===== config.mk =====
export PLATFORM = sky130hd
export DESIGN_NAME = uart_rx16
export DESIGN_NICKNAME = d
export VERILOG_FILES = /design/src/rtl/uart_rx16.sv
export SDC_FILE = /design/constraint.sdc
export NUM_CORES = 1
export LEC_CHECK = 0
export BUFFER_PORTS_ARGS = -buffer_cell sky130_fd_sc_hd__buf_2
export CELL_PAD_IN_SITES_DETAIL_PLACEMENT = 0
export CELL_PAD_IN_SITES_GLOBAL_PLACEMENT = 1
export CORE_MARGIN = 2
export CORE_UTILIZATION = 40
export CTS_CLUSTER_DIAMETER = 200
export DETAILED_ROUTE_END_ITERATION = 8
export GPL_TIMING_DRIVEN = 0
export PLACE_DENSITY_LB_ADDON = 0.1
export SKIP_LAST_GASP = 1
export SLEW_MARGIN = 15
export SYNTH_ARGS = -nofsm -noshare
export SYNTH_HDL_FRONTEND = slang
export SYNTH_SLANG_ARGS = --single-unit

===== constraint.sdc =====
create_clock -name clk -period 3.97 [get_ports clk]
set_input_delay 0.1985 -clock clk [delete_from_list [all_inputs] [get_ports clk]]
set_output_delay 0.1985 -clock clk [all_outputs]
set_load 0.005 [all_outputs]

===== src/rtl/uart_rx16.sv =====
module uart_rx16 #(
  parameter int OSR = 16,
  parameter int DW  = 8
) (
  input  logic          clk,
  input  logic          rst_n,
  input  logic          tick16,
  input  logic          rx_in,
  input  logic [1:0]    cfg_bits,
  input  logic [1:0]    cfg_par,
  input  logic          cfg_par_val,
  input  logic          rd_ack,
  output logic [DW-1:0] rx_data,
  output logic          rx_valid,
  output logic          err_parity,
  output logic          err_frame,
  output logic          err_break,
  output logic          err_overrun,
  output logic          brk_start,
  output logic          brk_end
);
  localparam int CW  = $clog2(OSR);
  localparam int MID = OSR / 2 - 1;
  localparam int LW  = $clog2(OSR * (DW + 3) + 1);
  localparam int BW  = $clog2(DW);

  typedef enum logic [2:0] {S_IDLE, S_START, S_DATA, S_PAR, S_STOP, S_HOLD, S_BRK} st_t;

  st_t            st;
  logic [1:0]     sync;
  logic [CW-1:0]  cnt;
  logic [BW-1:0]  bidx;
  logic [DW-1:0]  shreg;
  logic           par_bit;
  logic [LW-1:0]  lowrun;

  wire rx_s    = sync[1];
  wire has_par = cfg_par != 2'b00;
  wire at_mid  = cnt == CW'(OSR - 1);

  logic [3:0]    nbits;
  logic [DW-1:0] aligned;
  logic [LW-1:0] frame_ticks;
  logic          exp_par;
  logic          is_brk;

  always_comb begin
    nbits       = 4'd5 + {2'b00, cfg_bits};
    aligned     = shreg >> (DW - int'(nbits));
    frame_ticks = LW'(OSR * (2 + int'(nbits) + int'(has_par)));
    case (cfg_par)
      2'b01:   exp_par = ^aligned;
      2'b10:   exp_par = ~^aligned;
      default: exp_par = cfg_par_val;
    endcase
    is_brk = !rx_s && (aligned == '0) && !(has_par && par_bit);
  end

  always_ff @(posedge clk or negedge rst_n) begin
    if (!rst_n) sync <= 2'b11;
    else        sync <= {sync[0], rx_in};
  end

  always_ff @(posedge clk or negedge rst_n) begin
    if (!rst_n) begin
      st          <= S_IDLE;
      cnt         <= '0;
      bidx        <= '0;
      shreg       <= '0;
      par_bit     <= 1'b0;
      lowrun      <= '0;
      rx_data     <= '0;
      rx_valid    <= 1'b0;
      err_parity  <= 1'b0;
      err_frame   <= 1'b0;
      err_break   <= 1'b0;
      err_overrun <= 1'b0;
      brk_start   <= 1'b0;
      brk_end     <= 1'b0;
    end else begin
      brk_start <= 1'b0;
      brk_end   <= 1'b0;
      if (rd_ack) begin
        rx_valid    <= 1'b0;
        err_overrun <= 1'b0;
      end
      if (tick16) begin
        if (rx_s)                      lowrun <= '0;
        else if (lowrun != {LW{1'b1}}) lowrun <= lowrun + 1'b1;
        case (st)
          S_IDLE: if (!rx_s) begin
            st  <= S_START;
            cnt <= '0;
          end
          S_START: if (cnt == CW'(MID)) begin
            cnt  <= '0;
            bidx <= '0;
            st   <= rx_s ? S_IDLE : S_DATA;
          end else cnt <= cnt + 1'b1;
          S_DATA: if (at_mid) begin
            cnt   <= '0;
            shreg <= {rx_s, shreg[DW-1:1]};
            bidx  <= bidx + 1'b1;
            if (bidx == BW'(nbits - 4'd1)) st <= has_par ? S_PAR : S_STOP;
          end else cnt <= cnt + 1'b1;
          S_PAR: if (at_mid) begin
            cnt     <= '0;
            par_bit <= rx_s;
            st      <= S_STOP;
          end else cnt <= cnt + 1'b1;
          S_STOP: if (at_mid) begin
            cnt <= '0;
            if (rx_valid && !rd_ack) err_overrun <= 1'b1;
            else begin
              rx_valid   <= 1'b1;
              rx_data    <= aligned;
              err_parity <= has_par && !is_brk && (par_bit != exp_par);
              err_frame  <= !rx_s && !is_brk;
              err_break  <= is_brk;
            end
            if (is_brk) brk_start <= 1'b1;
            st <= rx_s ? S_IDLE : (is_brk ? S_BRK : S_HOLD);
          end else cnt <= cnt + 1'b1;
          S_HOLD: if (rx_s) st <= S_IDLE;
            else if (lowrun >= frame_ticks) begin
              brk_start <= 1'b1;
              st        <= S_BRK;
            end
          S_BRK: if (rx_s) begin
            brk_end <= 1'b1;
            st      <= S_IDLE;
          end
          default: st <= S_IDLE;
        endcase
      end
    end
  end

  p_false_start_r3: assert property (@(posedge clk) disable iff (!rst_n)
    (st == S_START && tick16 && cnt == CW'(MID) && rx_s) |=> (st == S_IDLE && !brk_start));

  p_hold_keeps_r8: assert property (@(posedge clk) disable iff (!rst_n)
    (rx_valid && !rd_ack) |=> (rx_valid && $stable(rx_data)));

  p_start_pulse_r6: assert property (@(posedge clk) disable iff (!rst_n)
    brk_start |=> !brk_start);

  p_end_after_brk_r7: assert property (@(posedge clk) disable iff (!rst_n)
    brk_end |-> ($past(st == S_BRK) && !brk_start));

  p_flag_excl_r5: assert property (@(posedge clk) disable iff (!rst_n)
    rx_valid |-> !(err_frame && err_break));

  p_break_no_parity_r5: assert property (@(posedge clk) disable iff (!rst_n)
    (rx_valid && err_break) |-> (!err_parity && rx_data == '0));
endmodule


==> results of run 1 <==
-- routing by layer --
layer  share of wire [%]  track usage, %
met1                  54           26.40
met2                  42           25.45
met3                 2.7           2.952
met4                0.86           3.835
met5                   0               0
-- sequential cells by signal (all words and copies together), names as in the netlist --
name and flops:
lowrun 8, rx_data 8, shreg 8, cnt 4
bidx 3, st 3, sync 2, brk_end 1
brk_start 1, err_break 1, err_frame 1, err_overrun 1
err_parity 1, par_bit 1, rx_valid 1
-- layout make-up --
class / instances / area [sq um]
fillers: 671 / 3661
multi-input cells: 201 / 1509
flip-flops and latches: 44 / 1104
repair buffers: 24 / 125.1
well taps: 80 / 100.1
clock buffers: 6 / 72.57
plain buffers: 15 / 67.56
inverters: 18 / 67.56
clock inverters: 2 / 12.51
-- timing repair --
action,CTS,global route
hold endpoints to repair,1,0
gates resized for setup,0,3
setup endpoints to repair,0,5
hold buffers,1,0
-- cell families after synthesis --
kind of cell,count (synthesis),share of synthesized area (%)
simple gates,98,19.95
compound gates,55,14.05
flops,44,40.37
buf+inv,33,4.897
fa+ha+maj,20,9.153
mux,16,7.734
xor+xnor,12,3.844
-- stage by stage --
stage | power (mW) | setup slack (ns)
floorplan | 0.8634 | 0.4677
global placement | 0.9604 | -0.3339
detailed placement | 0.9630 | -0.2590
CTS | 1.259 | 0.05231
global route | 1.335 | 0.01900
finish | 1.244 | 0.3505
-- worst paths after layout --
path / start / endpoint / cells after the start
worst max-delay path: cfg_bits[0] / st[0]$_DFFE_PN0P_ / 15
worst min register to register: sync[0]$_DFF_PN1_ / sync[1]$_DFF_PN1_ / 0
min in group clk: rd_ack / err_overrun$_DFF_PN0_ / 2
worst max register to register: shreg[4]$_DFFE_PN0P_ / st[0]$_DFFE_PN0P_ / 8
max in group asynchronous: rst_n / lowrun[5]$_DFFE_PN0P_ / 1
worst min-delay path: rst_n / cnt[0]$_DFFE_PN0P_ / 1
-- power groups by stage --
stage,Clock [mW],Combinational [mW],Sequential [mW]
final,0.284,0.412,0.549
after global routing,0.317,0.458,0.560
after CTS,0.300,0.409,0.549
after detailed placement,0,0.406,0.557
after global placement,0,0.404,0.557
after floorplan,0,0.320,0.543
-- cells in the mapped netlist, types with 2 or more instances --
cell type,n
nand4_1,7
nor3_1,8
xnor2_1,8
o22ai_1,2
nor2_1,14
clkbuf_1,9
xor2_1,4
buf_2,5
nand3b_1,2
dfstp_2,2
o2111ai_1,3
mux2_2,9
o21a_1,2
or3_1,6
o21ai_0,19
a31oi_1,2
dfrtp_1,42
mux2i_1,2
nor2b_1,3
mux2_1,2
inv_1,17
nand2_1,28
nand3_1,11
and3_1,2
nand2b_1,4
mux4_2,3
o21ai_1,2
a21oi_1,6
ha_1,20
==> flow_summary.ini, run 1 <==
[outcome]
status = finished, final reports clean

[sta]
finalSetupViolations = 0
maxSlewViolCount = 0
worstMarginPinSlew_ns = 1.015
max_freq_mhz = 276.3
finalHoldViolations = 0
min_period_ns = 3.619
fin_hold_ws_ns = 0.06561
setup_tns_ns = 0
rsz0062_at_grt = no
fin_crit_sh_pct = 91.17
slew_headroom_pct = 32.35
fin_skew_ns = 0.01202

[hold_path]
hold_class = in -> async

[power_and_ir_drop]
pwr-share-seq_pct = 44.1
p_sw_share_pct = 35.96
p_sw_uw = 447.4
combPwrFrac_pct = 33.1
p_int_uw = 796.8
clkPwrFrac_pct = 22.8
p_per_area_nw_per_um2 = 406.9
vdd_drop_max_uv = 154.2
p_leak_nw = 1.411

[clock_tree]
path_clk_slew_ns = 0.08
cts_setup_buffers = 0
worstSkewPairLatency_ns = 0.31
cts_tree = built
htree_levels = 2
clk_path_buf_depth = 2
cts-buffers-inserted = 5
cts_root_buf = clkbuf_8
cts_sinks = 44

[die]
start_util_pct = 40.69
die_h_microns = 86.67
die_area_sq_um = 7512
ioPinCount = 25
dieWidth_microns = 86.67
rows = 30
core-area_sq_um = 6719

[place]
io_buffers = 23
placed_area_sq_um = 2949
dp_hpwl_microns = 4443
dpl.cell_count = 381
gp_congestion = 0.7895

[critical_path]
cp_max_fo = 10
worstSetupPathType = in -> reg
slowest_delay_ns = 0.43
cp.required_ns = 4.16
cp_top_family = buffers and inverters
worstPathArrival_ns = 3.81
setup.worst_path.end_class = register
r2r_slack_ns = 1.49
path_buf_inv = 6
cp-start-kind = input port
crit_path_top_delay_cell = or4_1
crit_path_cell_trace = buf_2 > clkbuf_1 > clkbuf_2 > inv_1 > ha_1 > clkbuf_1 > clkbuf_1 > a21oi_1 > xor2_1 > ha_1 > nand3_1 > or4_1 > and4_4 > nor3_4 > mux2_1
cp_common_cell = clkbuf_1

[finish]
layout_commonest_cell = dfrtp_1
area_growth_pct = 11.85
antenna_cells = 0
drive_gt1_share_pct = 20.32
final_cells = 390
fin_util_pct = 45.51
fin_nets = 339
final_cell_area_sq_um = 3058
final_cell_mix = dfrtp_1, nand2_1, buf_2, ha_1, o21ai_0

[route]
drc = 0
wl_microns = 6027
vias = 2121
ant_nets = 0
wl_per_cell_microns = 15.45
viasPerCell = 5.438
dr.pass1.iters = 4
drt-initial-drc-count = 115

[grt]
grt_usage_pct = 17.25
grt_overflow_total = 0
grt_antenna_before_repair = 0
grt_max_degree = 45
first_global_vias = 2004
grt_pass1_wl_microns = 10210

[logic_synthesis]
yosys.area.top_type = dfrtp_1
synthTopCellsByArea = dfrtp_1, ha_1, nand2_1, mux2_2, o21ai_0
synthFlopType = dfrtp_1
async_reset_ff_share_pct = 100.0
synth_area_sq_um = 2734
syn_area_per_cell_sq_um = 9.834
synth.top_cell.area_share_pct = 38.44
synth_cell_types = 63
synth-edff-count = 0
ys_ff_latch = 44
ys_seq_area_share_pct = 40.37
syn_inst = 278
yosysWarnings = 0
syn-num-nets = 308

[job]
drv_cap = 0
Note: power is estimated with default switching activity, not from simulation.
==> inputs of run 2 (changes only) <==
CORE_MARGIN = 10   (was 2)
CORE_UTILIZATION = 50   (was 40)
==> run 2 against run 1 <==
Compared with the run above:
- hold slack worse by 0.017 ns
- die area increased by 17%
- critical path depth up 1
- total power is 4.6% higher
- first-iteration DRC count decreased by 6.1%
- global-route usage is 3.4 points lower
- routed wire length is 3.2% lower
- critical endpoint is now err_parity$_DFFE_PN0P_
- highest routed layer unchanged
==> flow_summary.ini, run 2 (synthesized netlist as in run 1, its figures left out) <==
[outcome]
status = finished, final reports clean

[clock_tree]
cts_tree = built
path_clk_slew_ns = 0.09
cts-buffers-inserted = 5
worstSkewPairLatency_ns = 0.30
cts_sinks = 44
cts_root_buf = clkbuf_8
clk_path_buf_depth = 2
htree_levels = 2

[die]
die_area_sq_um = 8826
rows = 26
start_util_pct = 52.52
core-area_sq_um = 5205
dieWidth_microns = 93.95
die_h_microns = 93.95
ioPinCount = 25

[grt]
grt_pass1_wl_microns = 9880
grt_usage_pct = 13.88
first_global_vias = 1992
grt_overflow_total = 0
grt_antenna_before_repair = 0
grt_max_degree = 45

[critical_path]
setup.worst_path.end_class = register
worstPathArrival_ns = 3.72
cp_max_fo = 10
worstSetupPathType = in -> reg
r2r_cells = 8
cp.required_ns = 4.22
crit_path_cell_trace = buf_2 > clkbuf_1 > clkbuf_2 > inv_1 > ha_1 > clkbuf_1 > clkbuf_2 > nor3_1 > a31oi_1 > o2111ai_1 > ha_1 > xor2_1 > xnor2_1 > mux2i_1 > a2111o_1 > nand3_1
timing.rr.start = shreg[4]$_DFFE_PN0P_
r2r_end = st[0]$_DFFE_PN0P_
slowest_delay_ns = 0.42
cp-start-kind = input port
r2r_slack_ns = 1.54
crit_path_top_delay_cell = a2111o_1

[sta]
worstMarginPinSlew_ns = 1.006
rsz0062_at_grt = no
slew_headroom_pct = 32.92
fin_hold_ws_ns = 0.04883
min_period_ns = 3.473
maxSlewViolCount = 0
max_freq_mhz = 287.9
finalSetupViolations = 0
fin_crit_sh_pct = 87.48
finalHoldViolations = 0
fin_skew_ns = 0.005965

[power_and_ir_drop]
p_per_area_nw_per_um2 = 423.9
power_mw = 1.301
vdd_drop_max_uv = 202.0
p_leak_nw = 1.428

[finish]
layout_commonest_cell = dfrtp_1
antenna_cells = 0
final_cell_mix = dfrtp_1, nand2_1, buf_2, ha_1, o21ai_0
top_regs = lowrun x8, rx_data x8, shreg x8
area_growth_pct = 12.27
final_cell_area_sq_um = 3069
fill_cells = 490
fin_nets = 339
final_cells = 380
drive_gt1_share_pct = 20.65

[route]
wl_microns = 5832
dr.pass1.iters = 4
drt-initial-drc-count = 108
viasPerCell = 5.508
drc = 0
ant_nets = 0
vias = 2093
wl_per_cell_microns = 15.35

[job]
drv_cap = 0

[place]
dp_hpwl_microns = 4349
gp_congestion = 0.8737
io_buffers = 23
dpl.cell_count = 371
placed_area_sq_um = 2937

[hold_path]
hold_class = in -> async
-- run 2: where the power goes --
| group | total, mW | internal [mW] | switching, mW | leakage [nW] |
|---|---|---|---|---|
| combinational | 0.407 | 0.180 | 0.227 | 0.784 |
| clock | 0.346 | 0.187 | 0.159 | 0.0552 |
| sequential | 0.548 | 0.493 | 0.0546 | 0.589 |
| total | 1.30 | 0.860 | 0.441 | 1.43 |
-- run 2: worst max-delay path by stage --
stage,endpoint,startpoint,depth (start not counted),slack (ns)
global route,st[1]$_DFFE_PN0P_,cfg_bits[0],15,0.16
floorplan,st[0]$_DFFE_PN0P_,cfg_bits[0],14,0.47
detailed placement,st[0]$_DFFE_PN0P_,cfg_bits[0],15,-0.23
global placement,st[0]$_DFFE_PN0P_,cfg_bits[0],15,-0.26
finish,err_parity$_DFFE_PN0P_,cfg_bits[0],16,0.50
CTS,st[0]$_DFFE_PN0P_,cfg_bits[0],15,0.08
-- run 2: through the flow --
stage | setup TNS, ns | setup slack, ns | util [%]
after global placement | -0.6464 | -0.2619 | 56.42
final | 0 | 0.4969 | 58.97
after floorplan | 0 | 0.4677 | -
after global routing | 0 | 0.1639 | 58.97
after CTS | 0 | 0.08063 | 58.68
after detailed placement | -0.5538 | -0.2326 | 56.42
-- run 2: final cells by class --
cell class / instances / area [sq um] / area share (%)
Timing Repair Buffer: 24 / 125.1 / 4.077
Inverter: 18 / 67.56 / 2.201
Clock inverter: 2 / 35.03 / 1.141
Sequential cell: 44 / 1104 / 35.96
Tap cell: 70 / 87.58 / 2.854
Buffer: 15 / 68.82 / 2.242
Clock buffer: 6 / 72.57 / 2.364
Multi-Input combinational cell: 201 / 1509 / 49.16
-- run 2: metal layers --
metal  up-vias  routed length (microns)  global-route usage [%]
met1       988                     2914                   19.01
met4         0                       78                   4.684
met2        38                     2492                   20.05
li1       1060                        -                       -
met5         -                        0                       0
met3         7                      347                   4.396
-- run 2: critical path, delay by kind of cell --
kind | cells | cell delay, ns
compound gates | 3 | 0.79
xor+xnor | 2 | 0.44
fa+ha+maj | 2 | 0.66
buf+inv | 6 | 1.36
mux | 1 | 0.14
simple gates | 2 | 0.12
-- run 2: what timing repair did --
item                                   CTS  global route
setup endpoints to repair                0             7
buffers inserted                         0             0
hold buffers                             1             0
gates resized for setup                  0             5
endpoints found under the hold margin    1             0
==> inputs of run 3 (changes only) <==
==> constraint.sdc (replaced) <==
create_clock -name clk -period 3.97 [get_ports clk]
set_input_delay 0.397 -clock clk [delete_from_list [all_inputs] [get_ports clk]]
set_output_delay 0.397 -clock clk [all_outputs]
set_load 0.005 [all_outputs]
==> run 3 against run 2 <==
Compared with the run above:
- clock skew increased by 0.0012 ns
- critical endpoint unchanged
- critical path depth shrank 1
- total power fell by 0.10%
- largest power group unchanged
==> flow_summary.ini, run 3 (synthesized netlist as in run 1, its figures left out) <==
[sta]
min_period_ns = 3.391
finalHoldViolations = 0
fin_ws_ns = 0.5791
fin_crit_sh_pct = 85.41
finalSetupViolations = 0
max_freq_mhz = 294.9
setup_tns_ns = 0
slew_headroom_pct = 33.21
rsz0062_at_grt = no
worstMarginPinSlew_ns = 1.002
fin_skew_ns = 0.007204
maxSlewViolCount = 0

[grt]
first_global_vias = 1988
grt_overflow_total = 0
grt_max_degree = 45
grt_pass1_wl_microns = 9880
grt_antenna_before_repair = 0
grt_usage_pct = 13.91

[finish]
layout_commonest_cell = dfrtp_1
antenna_cells = 0
top_regs = lowrun x8, rx_data x8, shreg x8
final_cell_mix = dfrtp_1, nand2_1, buf_2, ha_1, o21ai_0
area_growth_pct = 11.76
fin_nets = 337
drive_gt1_share_pct = 20.78

[route]
ant_nets = 0
dr.pass1.iters = 4
wl_microns = 5807
drc = 0
vias = 2092
drt-initial-drc-count = 97
wl_per_cell_microns = 15.36
viasPerCell = 5.534

[clock_tree]
cts-buffers-inserted = 5
htree_levels = 2
cts_root_buf = clkbuf_8
clk_path_buf_depth = 2
path_clk_slew_ns = 0.09
cts_sinks = 44
worstSkewPairLatency_ns = 0.30
ctsHoldBuffers = 0
cts_tree = built

[outcome]
status = finished, final reports clean

[hold_path]
hold_path_end = sync[0]$_DFF_PN1_
hold_class = in -> reg
holdPathStages = 1
hold_start = rx_in

[die]
ioPinCount = 25
dieWidth_microns = 93.95
die_area_sq_um = 8826
rows = 26
die_h_microns = 93.95
core-area_sq_um = 5205
start_util_pct = 52.52

[power_and_ir_drop]
p_leak_nw = 1.423
p_per_area_nw_per_um2 = 425.4
vdd_drop_max_uv = 202.2

[critical_path]
crit_path_cell_trace = buf_2 > clkbuf_2 > inv_1 > ha_1 > clkbuf_1 > clkbuf_2 > nor3_1 > a31oi_1 > o2111ai_1 > ha_1 > xor2_1 > xnor2_1 > mux2i_1 > a2111o_1 > nand3_1
slowest_delay_ns = 0.42
r2r_slack_ns = 1.54
r2r_end = st[0]$_DFFE_PN0P_
crit_path_top_delay_cell = a2111o_1
cp.required_ns = 4.22
r2r_cells = 8
worstPathArrival_ns = 3.64
worstSetupPathType = in -> reg
setup.worst_path.end_class = register
timing.rr.start = shreg[6]$_DFFE_PN0P_
cp_max_fo = 10
cp-start-kind = input port

[place]
dp_hpwl_microns = 4349
place_ws_ns = -0.4311
gp_congestion = 0.8737
io_buffers = 23

[job]
drv_cap = 0
run 3: cell count changes in the layout (fill, tap and decap cells not counted), sizes merged:
| cell | previous run | this run |
|---|---|---|
| clkbuf | 15 | 14 |
| dlygate4sd3 | 1 | 0 |
run 3: worst max path at each step:
| stage | from | to | slack [ns] | cells after the start |
|---|---|---|---|---|
| final | cfg_bits[0] | err_parity$_DFFE_PN0P_ | 0.58 | 15 |
| after global routing | cfg_bits[0] | st[1]$_DFFE_PN0P_ | 0.27 | 14 |
| after CTS | cfg_bits[0] | st[1]$_DFFE_PN0P_ | 0.04 | 15 |
| after detailed placement | cfg_bits[0] | st[0]$_DFFE_PN0P_ | -0.43 | 15 |
| after global placement | cfg_bits[0] | st[0]$_DFFE_PN0P_ | -0.46 | 15 |
| after floorplan | cfg_bits[0] | st[0]$_DFFE_PN0P_ | 0.27 | 14 |
run 3: routing by layer:
| metal | track usage, % | part of all wire [%] | vias to the layer above |
|---|---|---|---|
| met5 | 0 | 0 | - |
| met4 | 4.684 | 1.6 | 0 |
| met3 | 4.396 | 6.0 | 8 |
| met2 | 20.16 | 42 | 43 |
| met1 | 19.01 | 50 | 987 |
| li1 | - | - | 1054 |
run 3: final cells by class:
type	instances	area [sq um]
Fill cell	489	2150
Timing Repair Buffer	23	115.1
Tap cell	70	87.58
Multi-Input combinational cell	201	1509
Clock inverter	2	35.03
Buffer	14	65.06
Inverter	18	67.56
Sequential cell	44	1104
Clock buffer	6	72.57
run 3: timing repair:
action | in CTS | in global routing
setup endpoints to repair | 2 | 7
setup buffers | 0 | 0
resized for setup | 1 | 4
hold endpoints to repair | 0 | 0
run 3: critical path: cells and delay by family:
family / cells / cell delay [ns]
multiplexers: 1 / 0.14
adder cells (fa/ha/maj): 2 / 0.65
AO/OA/AOI/OAI: 3 / 0.78
XOR/XNOR: 2 / 0.44
AND/OR/NAND/NOR: 2 / 0.12
buffers and inverters: 5 / 1.08
run 3: per-stage QoR:
step                util (%)  instances  hold WS [ns]  cell area, sq um  power, mW
finish                 58.70        378        0.1887              3055      1.300
global route           58.70        378        0.1764              3055      1.382
CTS                    58.73        379        0.1790              3057      1.308
detailed placement     56.42        371        0.3487              2937     0.9570
global placement       56.42        371        0.3458              2937     0.9531
floorplan                  -        278        0.1014              2734     0.8634
run 3: power by group:
part	total, mW	switching [mW]	internal [mW]
logic	0.406	0.227	0.179
registers	0.548	0.0549	0.493
clock network	0.345	0.158	0.187
